<file path="src/rtl/mfm_wsi_pkg.sv">
// Shared constants, decoded-action type and CRC step for the write stream
// interpreter. Assumes MSB-first CRC-16 with polynomial 0x1021.
package mfm_wsi_pkg;

    localparam int BYTE_W = 8;
    localparam int WORD_W = 2 * BYTE_W;
    localparam int CRC_W  = 16;

    localparam logic [BYTE_W-1:0] ESC_CODE  = 8'h99;
    localparam logic [BYTE_W-1:0] CMD_SYNC  = 8'hA1;
    localparam logic [BYTE_W-1:0] CMD_INDEX = 8'hC2;
    localparam logic [BYTE_W-1:0] CMD_AMARK = 8'hFE;
    localparam logic [BYTE_W-1:0] CMD_DMARK = 8'hFB;
    localparam logic [BYTE_W-1:0] CMD_RAW   = 8'h0F;
    localparam logic [BYTE_W-1:0] CMD_CRC   = 8'h04;
    localparam logic [BYTE_W-1:0] CMD_STOP  = 8'h08;

    localparam logic [CRC_W-1:0] CRC_POLY   = 16'h1021;
    localparam logic [CRC_W-1:0] CRC_PRESET = 16'hFFFF;

    // Decoded meaning of one accepted write word.
    typedef struct packed {
        logic [1:0]        nbytes;   // bytes to emit (0..2)
        logic [BYTE_W-1:0] b0;       // first byte out
        logic [BYTE_W-1:0] b1;       // second byte out
        logic              mark;     // first byte is a missing-clock mark
        logic              crc_upd;  // emitted bytes feed the CRC
        logic              sync;     // word is a sync mark
        logic              open_raw; // opens the escape-free window
        logic              stop;     // ends the write
        logic              bad;      // undefined command
    } wsi_act_t;

    // One byte of CRC-16, MSB first.
    function automatic logic [CRC_W-1:0] crc_step(input logic [CRC_W-1:0] c,
                                                  input logic [BYTE_W-1:0] b);
        logic [CRC_W-1:0] r;
        r = c;
        for (int i = BYTE_W - 1; i >= 0; i--) begin
            if (r[CRC_W-1] ^ b[i]) r = {r[CRC_W-2:0], 1'b0} ^ CRC_POLY;
            else                   r = {r[CRC_W-2:0], 1'b0};
        end
        return r;
    endfunction

endpackage

</file>
<file path="src/rtl/mfm_wsi_decode.sv">
// Classifies one write word into an action. Purely combinational.
// Assumes the caller supplies the current CRC for the insert command and
// whether the escape-free window is open.
module mfm_wsi_decode
    import mfm_wsi_pkg::*;
(
    input  logic [WORD_W-1:0] word,
    input  logic              raw_active,
    input  logic [CRC_W-1:0]  crc_now,
    output wsi_act_t          act
);
    logic [BYTE_W-1:0] hi, lo;
    assign hi = word[WORD_W-1:BYTE_W];
    assign lo = word[BYTE_W-1:0];

    // Map the word onto bytes to emit and control effects.
    always_comb begin
        act = '0;
        if (raw_active || hi != ESC_CODE) begin
            act.nbytes  = 2'd2;
            act.b0      = hi;
            act.b1      = lo;
            act.crc_upd = 1'b1;
        end else begin
            unique case (lo)
                CMD_SYNC: begin
                    act.nbytes  = 2'd1;
                    act.b0      = lo;
                    act.mark    = 1'b1;
                    act.crc_upd = 1'b1;
                    act.sync    = 1'b1;
                end
                CMD_INDEX: begin
                    act.nbytes = 2'd1;
                    act.b0     = lo;
                    act.mark   = 1'b1;
                end
                CMD_AMARK, CMD_DMARK: begin
                    act.nbytes  = 2'd1;
                    act.b0      = lo;
                    act.crc_upd = 1'b1;
                end
                CMD_CRC: begin
                    act.nbytes = 2'd2;
                    act.b0     = crc_now[CRC_W-1:BYTE_W];
                    act.b1     = crc_now[BYTE_W-1:0];
                end
                CMD_RAW:  act.open_raw = 1'b1;
                CMD_STOP: act.stop     = 1'b1;
                default:  act.bad      = 1'b1;
            endcase
        end
    end
endmodule

</file>
<file path="src/rtl/mfm_wsi_crc.sv">
// Running CRC-16 register. Folds one or two bytes per enable, optionally
// starting from the preset value. Assumes nbytes is 1 or 2 when en is high.
module mfm_wsi_crc
    import mfm_wsi_pkg::*;
(
    input  logic              clk,
    input  logic              rst_n,
    input  logic              clear,
    input  logic              en,
    input  logic              preset,
    input  logic [1:0]        nbytes,
    input  logic [BYTE_W-1:0] b0,
    input  logic [BYTE_W-1:0] b1,
    output logic [CRC_W-1:0]  crc
);
    logic [CRC_W-1:0] base, one, two;

    // Next value after the first and second byte.
    always_comb begin
        base = preset ? CRC_PRESET : crc;
        one  = crc_step(base, b0);
        two  = crc_step(one, b1);
    end

    // CRC register update.
    always_ff @(posedge clk) begin
        if (!rst_n || clear) crc <= CRC_PRESET;
        else if (en)         crc <= (nbytes == 2'd2) ? two : one;
    end
endmodule

</file>
<file path="src/rtl/mfm_wsi_rawwin.sv">
// Counts the words left in the escape-free window. Assumes a word is taken
// at most once per cycle.
module mfm_wsi_rawwin #(
    parameter int RAW_WORDS = 256
) (
    input  logic clk,
    input  logic rst_n,
    input  logic clear,
    input  logic open_win,
    input  logic take,
    output logic active
);
    localparam int CW = $clog2(RAW_WORDS + 1);
    localparam logic [CW-1:0] FULL = CW'(RAW_WORDS);

    logic [CW-1:0] left;

    // Load on open, count down per accepted word while open.
    always_ff @(posedge clk) begin
        if (!rst_n || clear)    left <= '0;
        else if (open_win)      left <= FULL;
        else if (take && active) left <= left - 1'b1;
    end

    assign active = (left != '0);
endmodule

</file>
<file path="src/rtl/mfm_wsi_outq.sv">
// Two-byte output holder toward the encoder. Only the first byte of a load
// may be a mark. Assumes load only when empty or when the last byte pops.
module mfm_wsi_outq
    import mfm_wsi_pkg::*;
(
    input  logic              clk,
    input  logic              rst_n,
    input  logic              clear,
    input  logic              load,
    input  logic [1:0]        nbytes,
    input  logic [BYTE_W-1:0] b0,
    input  logic [BYTE_W-1:0] b1,
    input  logic              mark0,
    input  logic              pop,
    output logic [1:0]        cnt,
    output logic [BYTE_W-1:0] head,
    output logic              head_mark
);
    logic [BYTE_W-1:0] s0, s1;
    logic              m0;

    // Load a decoded word or shift out the head byte.
    always_ff @(posedge clk) begin
        if (!rst_n || clear) begin
            cnt <= '0;
            s0  <= '0;
            s1  <= '0;
            m0  <= 1'b0;
        end else if (load) begin
            s0  <= b0;
            s1  <= b1;
            m0  <= mark0;
            cnt <= nbytes;
        end else if (pop) begin
            s0  <= s1;
            m0  <= 1'b0;
            cnt <= cnt - 1'b1;
        end
    end

    assign head      = s0;
    assign head_mark = m0 && (cnt != '0);
endmodule

</file>
<file path="src/rtl/mfm_wsi_interp.sv">
// Top of the write stream interpreter. Accepts 16-bit words, decodes escape
// commands, keeps the sector CRC and feeds tagged bytes to the encoder.
// Assumes the encoder pulls at most one byte per cycle via enc_req.
module mfm_wsi_interp
    import mfm_wsi_pkg::*;
#(
    parameter int RAW_WORDS = 256
) (
    input  logic              clk,
    input  logic              rst_n,
    input  logic              wr_start,
    input  logic [WORD_W-1:0] in_word,
    input  logic              in_valid,
    output logic              in_ready,
    input  logic              enc_req,
    output logic [BYTE_W-1:0] enc_byte,
    output logic              enc_mark,
    output logic              enc_valid,
    output logic              writing,
    output logic              wr_done,
    output logic              underrun_err
);
    wsi_act_t         act;
    logic             raw_active;
    logic [CRC_W-1:0] crc_now;
    logic [1:0]       q_cnt;
    logic             accept, pop, starve, q_load, last_sync;

    mfm_wsi_decode dec_i (
        .word      (in_word),
        .raw_active(raw_active),
        .crc_now   (crc_now),
        .act       (act)
    );

    mfm_wsi_rawwin #(.RAW_WORDS(RAW_WORDS)) raw_i (
        .clk     (clk),
        .rst_n   (rst_n),
        .clear   (wr_start),
        .open_win(accept && act.open_raw),
        .take    (accept),
        .active  (raw_active)
    );

    mfm_wsi_crc crc_i (
        .clk   (clk),
        .rst_n (rst_n),
        .clear (wr_start),
        .en    (accept && act.crc_upd),
        .preset(act.sync && !last_sync),
        .nbytes(act.nbytes),
        .b0    (act.b0),
        .b1    (act.b1),
        .crc   (crc_now)
    );

    mfm_wsi_outq q_i (
        .clk      (clk),
        .rst_n    (rst_n),
        .clear    (wr_start),
        .load     (q_load),
        .nbytes   (act.nbytes),
        .b0       (act.b0),
        .b1       (act.b1),
        .mark0    (act.mark),
        .pop      (pop),
        .cnt      (q_cnt),
        .head     (enc_byte),
        .head_mark(enc_mark)
    );

    // Handshake and pull decisions for this cycle.
    always_comb begin
        enc_valid = (q_cnt != 2'd0);
        pop       = writing && enc_req && enc_valid;
        starve    = writing && enc_req && !enc_valid;
        in_ready  = writing && !wr_start &&
                    ((q_cnt == 2'd0 && !enc_req) || (q_cnt == 2'd1 && enc_req));
        accept    = in_valid && in_ready;
        q_load    = accept && !act.bad && !act.stop && (act.nbytes != 2'd0);
    end

    // Write-operation state, error flag, done pulse and sync-run tracking.
    always_ff @(posedge clk) begin
        if (!rst_n) begin
            writing      <= 1'b0;
            underrun_err <= 1'b0;
            wr_done      <= 1'b0;
            last_sync    <= 1'b0;
        end else begin
            wr_done <= 1'b0;
            if (wr_start) begin
                writing      <= 1'b1;
                underrun_err <= 1'b0;
                last_sync    <= 1'b0;
            end else if (starve) begin
                writing      <= 1'b0;
                underrun_err <= 1'b1;
            end else if (accept) begin
                last_sync <= act.sync;
                if (act.bad) begin
                    writing      <= 1'b0;
                    underrun_err <= 1'b1;
                end else if (act.stop) begin
                    writing <= 1'b0;
                    wr_done <= 1'b1;
                end
            end
        end
    end
endmodule

</file>
<file path="config.mk">
export PLATFORM = sky130hd
export DESIGN_NAME = mfm_wsi_interp
export DESIGN_NICKNAME = d
export VERILOG_FILES = /design/src/rtl/mfm_wsi_pkg.sv /design/src/rtl/mfm_wsi_decode.sv /design/src/rtl/mfm_wsi_crc.sv /design/src/rtl/mfm_wsi_rawwin.sv /design/src/rtl/mfm_wsi_outq.sv /design/src/rtl/mfm_wsi_interp.sv
export SDC_FILE = /design/constraint.sdc
export NUM_CORES = 1
export LEC_CHECK = 0
export BUFFER_PORTS_ARGS = -buffer_cell sky130_fd_sc_hd__buf_2
export CAP_MARGIN = 30
export CORE_MARGIN = 2
export CORE_UTILIZATION = 25
export CTS_BUF_LIST = sky130_fd_sc_hd__clkbuf_16
export DETAILED_ROUTE_END_ITERATION = 16
export PLACE_DENSITY = 0.51
export SYNTH_ARGS = -nofsm -noshare
export SYNTH_HDL_FRONTEND = slang
export SYNTH_HIERARCHICAL = 1
export SYNTH_SLANG_ARGS = --single-unit
</file>
<file path="constraint.sdc">
create_clock -name clk -period 3.6 [get_ports clk]
set_input_delay 0.72 -clock clk [delete_from_list [all_inputs] [get_ports clk]]
set_output_delay 0.72 -clock clk [all_outputs]
set_load 0.02 [all_outputs]
</file>
* Word-level counts from Yosys, hierarchy flattened
Index checks and enable logic that the tools add are counted.
** Word-level totals
- Register bits :: 48
- Bits of input ports :: 21
- Output and inout port bits :: 14
- Word-level logic and storage cells :: 151
** Operators by class
- $add $sub $neg :: 2
- Equality and inequality tests :: 10
- Multiplexer cells :: 47
- Bitwise logic cells :: 35
- Reduce and logical (&&, ||, !) cells :: 46
** Operator list (number)
- $mux 13 :: 16
- $not 3->3 :: 16
- $eq 8x8->1 const B :: 4
- $mux 16 :: 2
- $mux 8 :: 3
- $pmux 10 s2 :: 1
- $mux 1 :: 19
- $mux 18 :: 1
- $mux 9 :: 2
- $eq 8x4->1 const B :: 2
- $logic_and 1x1->1 :: 16
- $xor 1x1->1 :: 16
- $reduce_bool 2->1 :: 6
- $reduce_bool 9->1 :: 1
- $sub 9x1->9 const B :: 1
- $eq 8x3->1 const B :: 1
- $ne 8x8->1 const B :: 1
- $logic_not 1->1 :: 7
- $reduce_or 7->1 :: 1
- $reduce_and 2->1 :: 3
- $reduce_or 2->1 :: 3
- $reduce_or 5->1 :: 1
- $mux 2 :: 2
- $mux 4 :: 1
- other kinds (10) :: 14

* Depth between registers and ports, before layout
- Word-level depth :: 39
- Mapped depth :: 19
- Mapped depth without buffers :: 16

* Modules after synthesis
Netlist, hierarchy kept.
** Modules (own cells, without submodules)
- mfm_wsi_crc :: instances 1, cells each 173, area each 1487.7 sq um
- mfm_wsi_outq :: instances 1, cells each 81, area each 837.1 sq um
- mfm_wsi_rawwin :: instances 1, cells each 55, area each 506.7 sq um
- mfm_wsi_decode :: instances 1, cells each 85, area each 500.5 sq um
- mfm_wsi_interp :: instances 1, cells each 33, area each 286.5 sq um

* Worst setup path before layout
OpenSTA, ideal clock, no wires.
- Path kind :: register to register
- From :: reg raw_i.left[0]
- To :: reg crc_i.crc[15]
- Setup time :: 0.130 ns
- Arrival :: 3.365 ns
- Data required time :: 3.470 ns
- Setup slack :: 0.104 ns
- Cell stages (with the launch flop) :: 16
- Buffers on the path :: 1
- Period minus slack after synthesis :: 3.496 ns
- Cells stage by stage :: dfxtp_1 -> inv_1 -> ha_1 -> nor4b_4 -> nand2_1 -> nor4b_2 -> and3_1 -> buf_4 -> nand2_1 -> o21ai_0 -> xnor2_1 -> xnor3_1 -> xnor3_1 -> nor2_1 -> xor2_1 -> o21ai_0
** RTL lines
- start, declared :: RTL line mfm_wsi_rawwin.sv:16 : logic [CW-1:0] left;
- start signal, assigned :: RTL line mfm_wsi_rawwin.sv:22 : else if (take && active) left <= left - 1'b1;
- end signal, assigned :: RTL line mfm_wsi_crc.sv:28 : else if (en) crc <= (nbytes == 2'd2) ? two : one;
- end, declared :: RTL line mfm_wsi_crc.sv:14 : output logic [CRC_W-1:0] crc

==> flow_summary.toml <==
[critical_path]
critPathLaunch = "raw_i/left[0]$_SDFFE_PP0P_"
cp-start-kind = "flop"
critPathCaptureType = "flop"
worstPathMaxFanout = 7
r2r_start = "raw_i/left[0]$_SDFFE_PP0P_"
arrival_ns = 3.64
worstSetupPathType = "flop to flop"
rr_endpoint = "crc_i/crc[5]$_SDFFE_PP1P_"
rrSetupSlack_ns = 0.11
endpoint = "crc_i/crc[5]$_SDFFE_PP1P_"
required_ns = 3.75
r2r_cells = 15

[layout]
final_util_pct = 33.8
area_growth_pct = 30.6
nNetsFinal = 539
stdcell_count = 697
diodes = 0
fillers = 1484
ff_latch_area_sq_um = 962
drive_gt1_share_pct = 31.9
multi_input_area_sq_um = 2620

[placed_design]
dpl.cell_count = 672
gp_congestion = 0.875
place_hpwl_um = 8220
port_buffers = 34

[run_status]
status = "finished clean"

[yosys]
synth-seq-area-share_pct = 26.6
yosysTopAreaCellShare_pct = 26.6
avgSynthCellArea_sq_um = 8.47
synth_nets = 450
yosysWarningCount = 6
netlist_top_cells_area = "dfxtp_1, xnor2_1, mux2i_1"
synthFlopType = "dfxtp_1"
yosysUniqueCellTypes = 71
synth-edff-count = 0
syn_inst = 427
yosysTopAreaCell = "dfxtp_1"
syn_area_sq_um = 3620
synth-seq-cells = 48
async_flop_share_pct = 0

[floorplan]
dieWidth_um = 124
core_area_sq_um = 14000
start_util_pct = 25.9
row_count = 43
io_pins = 35
dieArea_sq_um = 15500
die-height_um = 124

[pwr]
ir_drop_v = 0.000145
total_power_mw = 1.40
leakagePower_nw = 1.90
p_per_area_nw_per_um2 = 297

[grt]
grt_antenna_before_repair = 0
grt_pass1_vias = 3218
grt_max_degree = 21
gr-usage-all-layers_pct = 13.5
grt_pass1_wl_um = 17200
grt-ovfl-total = 0

[timing]
whs_ns = 0.498
drv_slew = 0
finClkSkew_ns = 0.0113
relSlewSlack_pct = 52.9
setup_viol = 0
hold_viol = 0
period_minus_slack_ns = 3.49
worst_pin_slew_ns = 0.706
post-route-period-util_pct = 96.8
fmax_ghz = 0.287

[drt]
vias_per_cell = 4.90
wl_um = 11000
antenna_left = 0
firstDrtPassIters = 5
via_count = 3418
drc = 0
routedWlPerCell_um = 15.8
drtIter0Drc = 226

[job]
maxCapViolations = 0

[clock_tree]
clk_pin_slew_ns = 0.07
clock_path_buffers = 2
postCtsHoldBufs = 0
clkSinkCount = 48
insertion_delay_ns = 0.30
cts-buffers-inserted = 5
htreeDepth = 2
cts_tree = "yes"
cts_root_buffer = "clkbuf_16"

[hold_path]
hold_path_class = "flop to flop"
-- cell usage in the layout, fill, tap and decap left out, types with 3 or more instances in the layout --
cell type / n
a211oi_1: 12
xnor3_1: 4
nand2b_1: 5
o211ai_1: 6
nand2_1: 43
xnor2_2: 6
a31oi_1: 5
a21oi_1: 18
o22ai_1: 4
o21ai_0: 13
xor2_1: 18
xor2_2: 3
dfxtp_1: 47
xnor2_1: 33
nor2b_1: 16
nand3_1: 14
buf_2: 34
buf_6: 4
buf_4: 65
nand4_1: 3
inv_1: 10
mux2i_1: 20
nor2_1: 48
nor2_4: 3
clkbuf_16: 5
inv_2: 4
and2_1: 3
-- power by group --
group | internal, mW | switching, mW | total [mW] | leakage, nW
registers | 0.536 | 0.00575 | 0.542 | 0.389
logic | 0.198 | 0.196 | 0.394 | 1.43
clock network | 0.257 | 0.212 | 0.469 | 0.0736
total | 0.990 | 0.414 | 1.40 | 1.90
-- metal layers --
layer  GRT usage [%]  part of all wire [%]  vias to the layer above
met3            2.15                   4.4                       31
li1                -                     -                     1645
met4            2.91                   2.3                        0
met5               0                     0                        -
met2            22.4                    47                       95
met1            18.5                    46                     1647
-- kinds of logic (layout without fill, tap and decap cells) --
group / Yosys count / in the layout / share of synthesized area, %
adder cells (fa/ha/maj): 2 / 2 / 0.691
XOR/XNOR: 69 / 69 / 19.9
AO/OA/AOI/OAI: 73 / 73 / 13.4
multiplexers: 23 / 23 / 6.57
flip-flops: 48 / 48 / 26.6
buffers and inverters: 36 / 126 / 5.36
AND/OR/NAND/NOR: 176 / 176 / 27.5
-- worst min-delay path by stage --
| stage | slack [ns] | from | endpoint | cells after the start |
|---|---|---|---|---|
| 2_1_floorplan | 0.46 | q_i/s1[0]$_SDFFE_PP0P_ | q_i/s1[0]$_SDFFE_PP0P_ | 2 |
| 3_3_place_gp | 0.48 | q_i/s1[0]$_SDFFE_PP0P_ | q_i/s1[0]$_SDFFE_PP0P_ | 2 |
| 3_5_place_dp | 0.49 | q_i/s1[7]$_SDFFE_PP0P_ | q_i/s1[7]$_SDFFE_PP0P_ | 2 |
| 4_1_cts | 0.50 | q_i/s1[7]$_SDFFE_PP0P_ | q_i/s1[7]$_SDFFE_PP0P_ | 2 |
| 5_1_grt | 0.53 | q_i/s1[2]$_SDFFE_PP0P_ | q_i/s1[2]$_SDFFE_PP0P_ | 2 |
| 6_report | 0.50 | q_i/s1[0]$_SDFFE_PP0P_ | q_i/s1[0]$_SDFFE_PP0P_ | 2 |
-- critical path: stages (launching register included) --
cell	delay (ns)
dfxtp_1	0.31
inv_1	0.08
ha_4	0.13
nor4b_4	0.26
nand2_2	0.14
nor4b_4	0.36
nand3_2	0.21
buf_4	0.22
nand2_1	0.07
o211ai_2	0.12
buf_6	0.16
xnor2_2	0.18
xnor3_2	0.43
or4b_1	0.54
nand2_1	0.07
a211oi_1	0.04
-- synth_stat cells, types with 3 or more instances --
cell	n
o22ai_1	4
a31oi_1	5
a211oi_1	12
buf_2	7
buf_6	3
xnor3_1	4
clkbuf_1	7
inv_1	12
mux2i_1	20
a21oi_1	19
and2_1	3
nand2b_1	5
nand2_1	44
o21ai_0	16
dfxtp_1	48
nor2_1	52
buf_4	3
nand3_1	15
o211ai_1	6
xor2_1	20
nand4_1	3
xnor2_1	40
nor2b_1	16
-- state kept, by name, summed over array words and instances, names as in the netlist --
signal	cells
writing	1
q_i/head	8
wr_done	1
q_i/cnt	2
underrun_err	1
last_sync	1
crc_i/crc	16
q_i/m0	1
raw_i/left	9
q_i/s1	8
-- layout make-up --
class	count	area share, %
clock buffers	5	2.65
clock inverters	3	0.397
inverters	14	1.11
multi-input cells	343	55.5
flip-flops and latches	48	20.4
well taps	180	4.77
repair buffers	104	15.2
-- what timing repair did --
| item | in CTS | in global routing |
|---|---|---|
| gates cloned | 0 | 1 |
| setup buffers | 0 | 16 |
| pin swaps | 0 | 20 |
| resized for setup | 3 | 39 |
| endpoints found under the setup margin | 6 | 15 |
-- metrics by stage --
stage	setup WS, ns	instance area, sq um	setup TNS, ns
floorplan	0.104	3620	0
global placement	-0.0467	4270	-0.0508
detailed placement	-0.0635	4270	-0.268
CTS	0.000408	4440	0
global route	-0.0865	4730	-0.221
finish	0.115	4730	0
No activity file was read; power rests on OpenSTA's default activity.
